[config.mk]
export PLATFORM = sky130hd
export DESIGN_NAME = serial_dac_if
export DESIGN_NICKNAME = d
export VERILOG_FILES = /design/src/rtl/dacif_pkg.sv /design/src/rtl/dacif_sync.sv /design/src/rtl/dacif_shifter.sv /design/src/rtl/dacif_latch.sv /design/src/rtl/serial_dac_if.sv
export SDC_FILE = /design/constraint.sdc
export NUM_CORES = 1
export LEC_CHECK = 0
export BUFFER_PORTS_ARGS = -buffer_cell sky130_fd_sc_hd__buf_2
export CORE_MARGIN = 4
export CORE_UTILIZATION = 35
export DETAILED_ROUTE_END_ITERATION = 8
export SLEW_MARGIN = 5
export SYNTH_ARGS = -nofsm -noshare
export SYNTH_HDL_FRONTEND = slang
export SYNTH_SLANG_ARGS = --single-unit
[constraint.sdc]
create_clock -name clk_i -period 1.75 [get_ports clk_i]
set_input_delay 0.0875 -clock clk_i [delete_from_list [all_inputs] [get_ports clk_i]]
set_output_delay 0.0875 -clock clk_i [all_outputs]
set_load 0.01 [all_outputs]
[src/rtl/dacif_pkg.sv]
package dacif_pkg;
  localparam int SR_W = 16;
  localparam int DAC_W = 12;
  localparam int SYNC_STAGES = 2;
  localparam int CNT_W = $clog2(SR_W + 1);
  localparam int N_IN = 6;
  // synchronized input order, LSB first: sclk, sync_n, ldac_n, clr_n, sdin, chain
  localparam logic [N_IN-1:0] IN_RST = 6'b001111;
endpackage

[src/rtl/dacif_sync.sv]
module dacif_sync #(
  parameter int N = 6,
  parameter int STAGES = 2,
  parameter logic [N-1:0] RST_VAL = '0
) (
  input  logic         clk_i,
  input  logic         rst_ni,
  input  logic [N-1:0] d_i,
  output logic [N-1:0] q_o
);
  for (genvar b = 0; b < N; b++) begin : g_bit
    logic [STAGES-1:0] pipe_q;
    always_ff @(posedge clk_i or negedge rst_ni) begin
      if (!rst_ni) pipe_q <= {STAGES{RST_VAL[b]}};
      else         pipe_q <= {pipe_q[STAGES-2:0], d_i[b]};
    end
    assign q_o[b] = pipe_q[STAGES-1];
  end
endmodule

[src/rtl/dacif_shifter.sv]
module dacif_shifter #(
  parameter int W = 16,
  parameter int CW = $clog2(W + 1)
) (
  input  logic          clk_i,
  input  logic          rst_ni,
  input  logic          sclk_i,
  input  logic          sync_ni,
  input  logic          sdin_i,
  input  logic          chain_i,
  output logic [W-1:0]  sr_o,
  output logic          sdo_o,
  output logic [CW-1:0] cnt_o,
  output logic          sync_fall_o,
  output logic          shift_o
);
  localparam logic [CW-1:0] CNT_FULL = CW'(W);

  logic          sclk_q, sync_q;
  logic [W-1:0]  sr_q;
  logic [CW-1:0] cnt_q;
  logic          sclk_fall, sync_fall, gate_open, shift;

  always_ff @(posedge clk_i or negedge rst_ni) begin
    if (!rst_ni) begin
      sclk_q <= 1'b1;
      sync_q <= 1'b1;
    end else begin
      sclk_q <= sclk_i;
      sync_q <= sync_ni;
    end
  end

  assign sclk_fall = sclk_q & ~sclk_i;
  assign sync_fall = sync_q & ~sync_ni;
  // gate closes after W accepted edges unless chaining
  assign gate_open = chain_i | (cnt_q != CNT_FULL);
  assign shift     = sclk_fall & ~sync_ni & ~sync_fall & gate_open;

  always_ff @(posedge clk_i or negedge rst_ni) begin
    if (!rst_ni)                          cnt_q <= CNT_FULL;
    else if (sync_fall)                   cnt_q <= '0;
    else if (shift && cnt_q != CNT_FULL)  cnt_q <= cnt_q + 1'b1;
  end

  always_ff @(posedge clk_i or negedge rst_ni) begin
    if (!rst_ni)    sr_q <= '0;
    else if (shift) sr_q <= {sr_q[W-2:0], sdin_i};
  end

  assign sr_o        = sr_q;
  assign sdo_o       = sr_q[W-1];
  assign cnt_o       = cnt_q;
  assign sync_fall_o = sync_fall;
  assign shift_o     = shift;
endmodule

[src/rtl/dacif_latch.sv]
module dacif_latch #(
  parameter int W = 16,
  parameter int DW = 12
) (
  input  logic          clk_i,
  input  logic          rst_ni,
  input  logic          ldac_ni,
  input  logic          clr_ni,
  input  logic [W-1:0]  sr_i,
  output logic [DW-1:0] dac_o
);
  always_ff @(posedge clk_i or negedge rst_ni) begin
    if (!rst_ni)       dac_o <= '0;
    else if (!clr_ni)  dac_o <= '0;
    else if (!ldac_ni) dac_o <= sr_i[DW-1:0];
  end
endmodule

[src/rtl/serial_dac_if.sv]
module serial_dac_if
  import dacif_pkg::*;
(
  input  logic             clk_i,
  input  logic             rst_ni,
  input  logic             sclk_i,
  input  logic             sync_ni,
  input  logic             sdin_i,
  input  logic             chain_en_i,
  input  logic             ldac_ni,
  input  logic             clr_ni,
  output logic [DAC_W-1:0] dac_o,
  output logic             sdo_o
);
  logic [N_IN-1:0]  raw, syn;
  logic             sclk_s, sync_s, ldac_s, clr_s, sdin_s, chain_s;
  logic [SR_W-1:0]  sr;
  logic [CNT_W-1:0] cnt;
  logic             sync_fall, shift;

  assign raw = {chain_en_i, sdin_i, clr_ni, ldac_ni, sync_ni, sclk_i};

  dacif_sync #(.N(N_IN), .STAGES(SYNC_STAGES), .RST_VAL(IN_RST)) u_sync (
    .clk_i(clk_i), .rst_ni(rst_ni), .d_i(raw), .q_o(syn)
  );

  assign {chain_s, sdin_s, clr_s, ldac_s, sync_s, sclk_s} = syn;

  dacif_shifter #(.W(SR_W), .CW(CNT_W)) u_shift (
    .clk_i(clk_i), .rst_ni(rst_ni), .sclk_i(sclk_s), .sync_ni(sync_s),
    .sdin_i(sdin_s), .chain_i(chain_s), .sr_o(sr), .sdo_o(sdo_o),
    .cnt_o(cnt), .sync_fall_o(sync_fall), .shift_o(shift)
  );

  dacif_latch #(.W(SR_W), .DW(DAC_W)) u_latch (
    .clk_i(clk_i), .rst_ni(rst_ni), .ldac_ni(ldac_s), .clr_ni(clr_s),
    .sr_i(sr), .dac_o(dac_o)
  );
endmodule

# Word-level counts from Yosys, hierarchy flattened
# Cells that the tools add are included.
[classes]
n_addsub = 1
n_eq_ne = 2
mux = 4
n_bitwise = 9
reduce_logical = 2
[op_table]
columns = ["operator", "n"]
rows = [
  ["two-way mux 12 bit", 2],
  ["two-way mux 5 bit", 2],
  ["adder 5 x 1 -> 5 bit (second input constant)", 1],
  ["bitwise AND 1 bit", 5],
  ["inequality test 5 bit (second input constant)", 1],
  ["NOT 1 bit", 3],
  ["inequality test 2 bit (second input constant)", 1],
  ["nonzero test 2 bit", 1],
  ["logical AND 1 bit", 1],
  ["OR 1 bit", 1],
]
[totals]
register_bits = 47
inputBits = 8
output_inout_bits = 13

# Logic depth before layout (Yosys ltp)
# Gate-level depths: netlist (run 1).
[depth]
depth_word = 8
mapped_depth = 6

# Hierarchy
# From an unflattened synthesis (run 1), not the netlist that was laid out.
[unflattened]
cells_unflattened = 128
hier_area_um2 = 1879.3
[by_module_without_submodules]
columns = ["module", "n_inst", "cells_each", "area_each_um2"]
rows = [
  ["dacif_shifter", 1, 72, 1013.5],
  ["dacif_latch", 1, 38, 510.5],
  ["dacif_sync", 1, 18, 355.3],
]

# Worst setup path after synthesis (run 1)
# No wires, ideal clock.
[synth_path]
path_kind = "register to register"
from = "register u_shift.cnt_q[0], in the netlist u_shift.cnt_o[0]"
to = "register u_shift.sr_q[10], in the netlist u_shift.sr_o[10]"
arrival_ns = 1.559
required_time_ns = 1.625
path_slack_ns = 0.066
path_stages_with_launch = 7
n_path_buf = 1
cell_sequence = "dfrtp_1 -> inv_1 -> ha_1 -> nand4bb_1 -> o21ai_2 -> buf_6 -> mux2_4"
[synth_between]
elab_chain_len = 3
[synth_rtl]
columns = ["item", "line_no", "source"]
rows = [
  ["from (decl)", "dacif_shifter.sv:21", "logic [CW-1:0] cnt_q;"],
  ["from (signal assigned)", "dacif_shifter.sv:43", "else if (shift && cnt_q != CNT_FULL) cnt_q <= cnt_q + 1'b1;"],
  ["inequality test 5 bit", "dacif_shifter.sv:37", "assign gate_open = chain_i | (cnt_q != CNT_FULL);"],
  ["OR 1 bit", "dacif_shifter.sv:37", ""],
  ["bitwise AND 1 bit", "dacif_shifter.sv:38", "assign shift = sclk_fall & ~sync_ni & ~sync_fall & gate_open;"],
  ["to (signal assigned)", "dacif_shifter.sv:48", "else if (shift) sr_q <= {sr_q[W-2:0], sdin_i};"],
  ["to (decl)", "dacif_shifter.sv:20", "logic [W-1:0] sr_q;"],
]
# No other way between the ends.
# A chain may end at the register's enable or synchronous reset.

# Worst setup path in the final report (run 1)
[layout_path]
from = "register u_shift.cnt_q[0], in the netlist u_shift.cnt_o[0]"
to = "register u_shift.sr_q[8], in the netlist u_shift.sr_o[8]"
# The elaborated chain is that of the path after synthesis.

==> results of run 1 <==
final timing paths:
check	startpoint	to	slack [ps]
max in group asynchronous	rst_ni	u_shift.sclk_q	860
worst max register to register	u_shift.cnt_o[0]	u_shift.sr_o[8]	70
worst min-delay path	rst_ni	u_shift.sr_o[3]	300
worst max-delay path	u_shift.cnt_o[0]	u_shift.sr_o[8]	70
min in group clk_i	u_sync.g_bit[0].pipe_q[0]	u_sync.g_bit[0].pipe_q[1]	360
worst min register to register	u_sync.g_bit[0].pipe_q[0]	u_sync.g_bit[0].pipe_q[1]	360
cell type report:
class	count	area, um^2
multi-input cells	65	643
inverters	3	11.3
fillers	456	2620
flip-flops and latches	47	1190
repair buffers	30	235
clock buffers	5	68.8
clock inverters	3	23.8
well taps	67	83.8
synth_stat cells (all sizes together) (2+ instances only):
master  instances  share of area, %
ha              2               1.4
mux2i          13               7.2
nor2b          13               4.5
dfrtp          36                50
nand3           3              0.83
buf             2              0.89
inv             3              0.62
a21oi           4               1.1
dfstp          11                16
o21ai           5               1.6
mux2           16                12
sequential cells by signal, summed over array words and instances (netlist names):
register             cells
u_shift.sr_o            16
u_latch.dac_o           12
u_sync.g_bit.pipe_q     12
u_shift.cnt_o            5
u_shift.sclk_q           1
u_shift.sync_q           1
cells in the final DEF, fill, tap and decap left out, drive strengths merged:
master and n:
or4b 1, a21oi 4, or4 1, clkinvlp 2, clkbuf 6, mux2 16
nand4bb 1, nor4b 1, nor4bb 1, inv 4, nand3 3, or3 1
nor2b 13, ha 2, nand4 1, dfstp 11, dlygate4sd3 7, dfrtp 36
nand2 1, mux2i 13, nand2b 1, o21ai 5, buf 22
repair_timing:
| action | CTS | global route |
|---|---|---|
| hold buffers | 7 | 0 |
| resized for setup | 0 | 6 |
| buffers inserted | 0 | 0 |
| endpoints found under the setup margin | 0 | 5 |
| hold endpoints to repair | 24 | 0 |
cell families (layout without fill, tap and decap cells):
kind of cell,after synthesis,in the layout,synth area share (%)
compound gates,9,9,2.68
fa+ha+maj,2,2,1.38
buf+inv,6,41,1.72
flops,47,47,65.4
mux,29,29,19.1
simple gates,25,25,9.70
layer usage:
| layer | global-route usage, % | wire, um | vias up |
|---|---|---|---|
| met5 | 0 | 0 | - |
| met4 | 6.59 | 87 | 0 |
| met3 | 2.80 | 108 | 10 |
| met2 | 16.3 | 1470 | 20 |
| met1 | 12.1 | 1290 | 532 |
| li1 | - | - | 477 |
power groups by stage:
stage	Clock, W	Sequential [W]	Combinational [W]
2_1_floorplan	0	0.00123	0.000100
3_3_place_gp	0	0.00125	0.000157
3_5_place_dp	0	0.00125	0.000163
4_1_cts	0.000687	0.00123	0.000175
5_1_grt	0.000738	0.00125	0.000202
6_report	0.000654	0.00123	0.000182
per-stage QoR:
stage	total power [W]	utilization [%]	cell area, um^2
finish	0.00207	46.2	2260
global route	0.00219	46.2	2260
CTS	0.00209	44.8	2190
detailed placement	0.00141	41.5	2020
global placement	0.00141	41.5	2020
floorplan	0.00133	-	1820
==> impl_metrics.yaml, run 1 <==
sta:
  setup_repair_after_global_routing_missed_its_margin: "no"
  period_share_pct: 96.0
  worst-slew-pin-transition_ps: 539
  report.final.hold_viol_count: 0
  slew_violations: 0
  final.setup_skew_ps: 6.74
  setup_viol_count_final: 0
  final.setup.worst_slack_ps: 70.8
  finalHoldWorstSlack_ps: 302
  max_freq_mhz: 596
  finalCriticalPeriod_ps: 1680
  setup-tns-final_ps: 0
  timing.slew.headroom_pct: 64.1
clocking:
  cts.path.max_buffers: 2
  number_of_buffers_inserted_during_clock_tree_synthesis: 5
  path_clk_slew_ps: 90
  cts.root.buffer_cell: "sky130_fd_sc_hd__clkbuf_8"
  tritoncts: "yes"
  htreeDepth: 2
  clkLatencyLatePin_ps: 300
  clock_sinks: 47
die:
  fp.dieW_um: 80.1
  initial_utilization_pct: 37.3
  floorplan.rows: 25
  floorplan.die_area_mm2: 0.00642
  core-area_mm2: 0.00488
  design.portCount: 21
  die_h_um: 80.1
yosys:
  primary_ff_master_synth: "sky130_fd_sc_hd__dfrtp_1"
  synth_enable_flop_cells: 0
  asyncSetResetFlopFracSynth_pct: 100
  postSynthCellCount: 118
  synthesis.yosys.warnings: 0
  synth-seq-area-share_pct: 65.4
  yosys.cell_types.count: 24
  syn-mean-instance-area_um2: 15.4
  netlist_area_mm2: 0.00182
  postSynthRegisterBits: 47
  synth_nets: 128
layout:
  layout-area-overhead-vs-synth_pct: 24.0
  final_layout_size_suffix_gt1_share_pct: 41.8
  layout.nets: 162
  final-instance-count-excl-fill: 220
  antenna_cells_inserted: 0
power_and_ir_drop:
  power.internal_w: 0.00156
  leakagePower_nw: 1.08
  power-per-cell-area_mw_per_mm2: 916
  vdd_ir_drop_max_mv: 0.479
  sequentialPowerShare_pct: 59.6
  p_switching_w: 0.000504
  power_switching_share_pct: 24.4
  clkPwrFrac_pct: 31.6
  p_comb_share_pct: 8.8
critical_path:
  cp_slowest_cell: "sky130_fd_sc_hd__dfrtp_1"
  worst_ep_required_time_ps: 1940
  cp_data_arrival_time_ps: 1870
  critical_path_cell_count: 6
  worst_path_largest_cell_delay_ps: 430
  critical_path.n_buffers_inverters: 2
  cp_top_family: "flip-flops"
  cp_max_fo: 8
  kind_of_end_point_of_the_critical_path: "flip-flop"
  worst-r2r-cell-count: 6
  critPathKind: "flip-flop to flip-flop"
  setup.worst_path.start_class: "flip-flop"
  crit_path_cell_trace: "inv_2 -> ha_4 -> nand4bb_4 -> o21ai_4 -> clkbuf_16 -> mux2_4"
global_routing:
  grtUsageTotal_pct: 10.2
  grt_max_degree: 26
  antenna_found_initial: 0
  vias_in_the_first_global_route: 1109
  grt_first_pass_wirelength_mm: 4.96
  grt_overflow_total: 0
drt:
  post_drt_via_cell_ratio: 4.72
  drtAntennaViolNets: 0
  routed_wire_length_mm: 2.96
  violation_count_after_the_first_detailed_route_iteration: 20
  drc: 0
  dr.pass1.iters: 4
  vias: 1039
  wl_per_cell_um: 13.4
place:
  portBuffers: 20
  post-place-ws_ps: 74.6
  place.gp.congestion: 0.735
  placedCellCount: 204
  detailedPlacementHpwl_mm: 1.98
hold_path:
  worstHoldPathType: "input pin to async pin"
status:
  outcome: "finished, final reports clean"
run:
  max_cap_viol_count: 0
No activity file was read; power rests on OpenSTA's default activity.
==> inputs of run 2 (changes only) <==
==> constraint.sdc (replaced) <==
create_clock -name clk_i -period 2.11 [get_ports clk_i]
set_input_delay 0.1055 -clock clk_i [delete_from_list [all_inputs] [get_ports clk_i]]
set_output_delay 0.1055 -clock clk_i [all_outputs]
set_load 0.05 [all_outputs]
==> impl_metrics.yaml, run 2 (synthesis gave the netlist of run 1 again) <==
status:
  outcome: "finished, final reports clean"
die:
  design.portCount: 21
  floorplan.die_area_mm2: 0.00642
  die_h_um: 80.1
  core-area_mm2: 0.00488
  initial_utilization_pct: 37.3
  fp.dieW_um: 80.1
  floorplan.rows: 25
drt:
  wl_per_cell_um: 14.1
  wl_met2_mm: 1.54
  post_drt_via_cell_ratio: 4.68
  maxUsedRoutingLayer: "met4"
  drc: 0
  routed_wire_length_mm: 3.09
  drtAntennaViolNets: 0
  dr.pass1.iters: 4
  vias: 1026
  violation_count_after_the_first_detailed_route_iteration: 35
  dr_wl_met3_um: 163
  detail_route.wirelength.met1_mm: 1.34
sta:
  final.setup_skew_ps: 8.93
  setup-tns-final_ps: 0
  finalCriticalPeriod_ps: 1770
  slew_violations: 0
  timing.slew.headroom_pct: 38.6
  setup_repair_after_global_routing_missed_its_margin: "no"
  worst-slew-pin-transition_ps: 921
  max_freq_mhz: 565
  period_share_pct: 83.9
  finalHoldWorstSlack_ps: 357
  report.final.hold_viol_count: 0
  setup_viol_count_final: 0
global_routing:
  grt_max_degree: 43
  grt_first_pass_wirelength_mm: 5.38
  grt_overflow_total: 0
  grtUsageTotal_pct: 11.0
  vias_in_the_first_global_route: 1122
  antenna_found_initial: 0
clocking:
  cts.root.buffer_cell: "sky130_fd_sc_hd__clkbuf_8"
  number_of_buffers_inserted_during_clock_tree_synthesis: 5
  cts.path.max_buffers: 2
  tritoncts: "yes"
  clock_sinks: 47
  clkLatencyLatePin_ps: 300
  path_clk_slew_ps: 80
  post-cts-setup-buffer-count: 0
  htreeDepth: 2
layout:
  mostFrequentLayoutCells: "sky130_fd_sc_hd__dfrtp_1, sky130_fd_sc_hd__buf_2, sky130_fd_sc_hd__mux2i_1, sky130_fd_sc_hd__nor2b_1, sky130_fd_sc_hd__dfstp_2"
  antenna_cells_inserted: 0
  layout_commonest_cell: "sky130_fd_sc_hd__dfrtp_1"
  largest_register_ff_count: 16
  final_design_area_no_fill_mm2: 0.00215
  seqCellArea_mm2: 0.00119
  final-instance-count-excl-fill: 219
  n_fill_cell: 463
  layout.nets: 161
  multiInputGateArea_um2: 598
  final_layout_size_suffix_gt1_share_pct: 38.8
  layout-area-overhead-vs-synth_pct: 18.4
power_and_ir_drop:
  power_switching_share_pct: 25.5
  p_comb_share_pct: 10.3
  power-per-cell-area_mw_per_mm2: 799
  sequentialPowerShare_pct: 59.3
  vdd_ir_drop_max_mv: 0.407
  clkPwrFrac_pct: 30.4
  leakagePower_nw: 1.04
  power.internal_w: 0.00128
  p_switching_w: 0.000439
place:
  place.gp.congestion: 0.657
  placedCellCount: 204
  portBuffers: 20
  detailedPlacementHpwl_mm: 2.06
  placedInstanceArea_mm2: 0.00200
critical_path:
  cp_data_arrival_time_ps: 1960
  critPathKind: "flip-flop to flip-flop"
  worst-r2r-setup-slack_ps: 340
  worstReg2RegStart: "u_shift.cnt_o[0]"
  worst-r2r-cell-count: 6
  kind_of_end_point_of_the_critical_path: "flip-flop"
  crit_path_start: "u_shift.cnt_o[0]"
  r2r-end: "u_shift.sr_o[1]"
  setup.worst_path.start_class: "flip-flop"
  cp_max_fo: 16
  worst_ep_required_time_ps: 2300
run:
  max_cap_viol_count: 0
hold_path:
  end_of_the_worst_hold_path: "u_sync.g_bit[5].pipe_q[1]"
  min_path_cells: 0
  worstHoldPathType: "flip-flop to flip-flop"
  hold_startpoint: "u_sync.g_bit[5].pipe_q[0]"
[run 2: power by group through the flow]
stage	Sequential, W	Clock, W	Combinational (W)
4_1_cts	0.00102	0.000546	0.000180
2_1_floorplan	0.00106	0	0.0000829
3_5_place_dp	0.00104	0	0.000171
5_1_grt	0.00103	0.000587	0.000194
3_3_place_gp	0.00104	0	0.000166
6_report	0.00102	0.000523	0.000178
[run 2: critical path, cell delays in order, from the launching register on]
cell and delay, ps:
sky130_fd_sc_hd__dfrtp_1 410, sky130_fd_sc_hd__inv_1 100, sky130_fd_sc_hd__ha_1 170, sky130_fd_sc_hd__nand4bb_1 170
sky130_fd_sc_hd__o21ai_2 150, sky130_fd_sc_hd__buf_4 280, sky130_fd_sc_hd__mux2_2 370
[run 2: layout make-up]
cell class | count | share of cell area, %
clock inverter | 2 | 0.581
timing repair buffer | 29 | 8.60
sequential | 47 | 55.3
tap | 67 | 3.89
multi-input combinational | 65 | 27.8
clock buffer | 6 | 3.37
inverter | 3 | 0.523
[run 2: stage by stage]
| stage | setup WS, ps | util, % | total power (W) |
|---|---|---|---|
| after floorplan | 426 | - | 0.00115 |
| after global placement | 442 | 40.9 | 0.00120 |
| after detailed placement | 379 | 40.9 | 0.00121 |
| after CTS | 363 | 44.1 | 0.00175 |
| after global routing | 250 | 44.1 | 0.00181 |
| final | 340 | 44.1 | 0.00172 |
[run 2: timing repair]
action                                 CTS  global route
gates resized for setup                  0             0
hold buffers                             7             0
endpoints found under the hold margin   42             0
[run 2: worst max path at each step]
stage	end	slack, ps	cells after the start
3_5_place_dp	u_shift.sr_o[1]	380	6
4_1_cts	u_shift.sr_o[2]	360	6
3_3_place_gp	u_shift.sr_o[2]	440	6
6_report	u_shift.sr_o[1]	340	6
5_1_grt	u_shift.sr_o[15]	250	6
2_1_floorplan	u_shift.sr_o[10]	430	6
[run 2: metal layers]
metal	global-route usage (%)	vias up
met5	0	-
met4	4.39	0
met3	3.81	6
met2	18.1	29
met1	13.0	516
li1	-	475
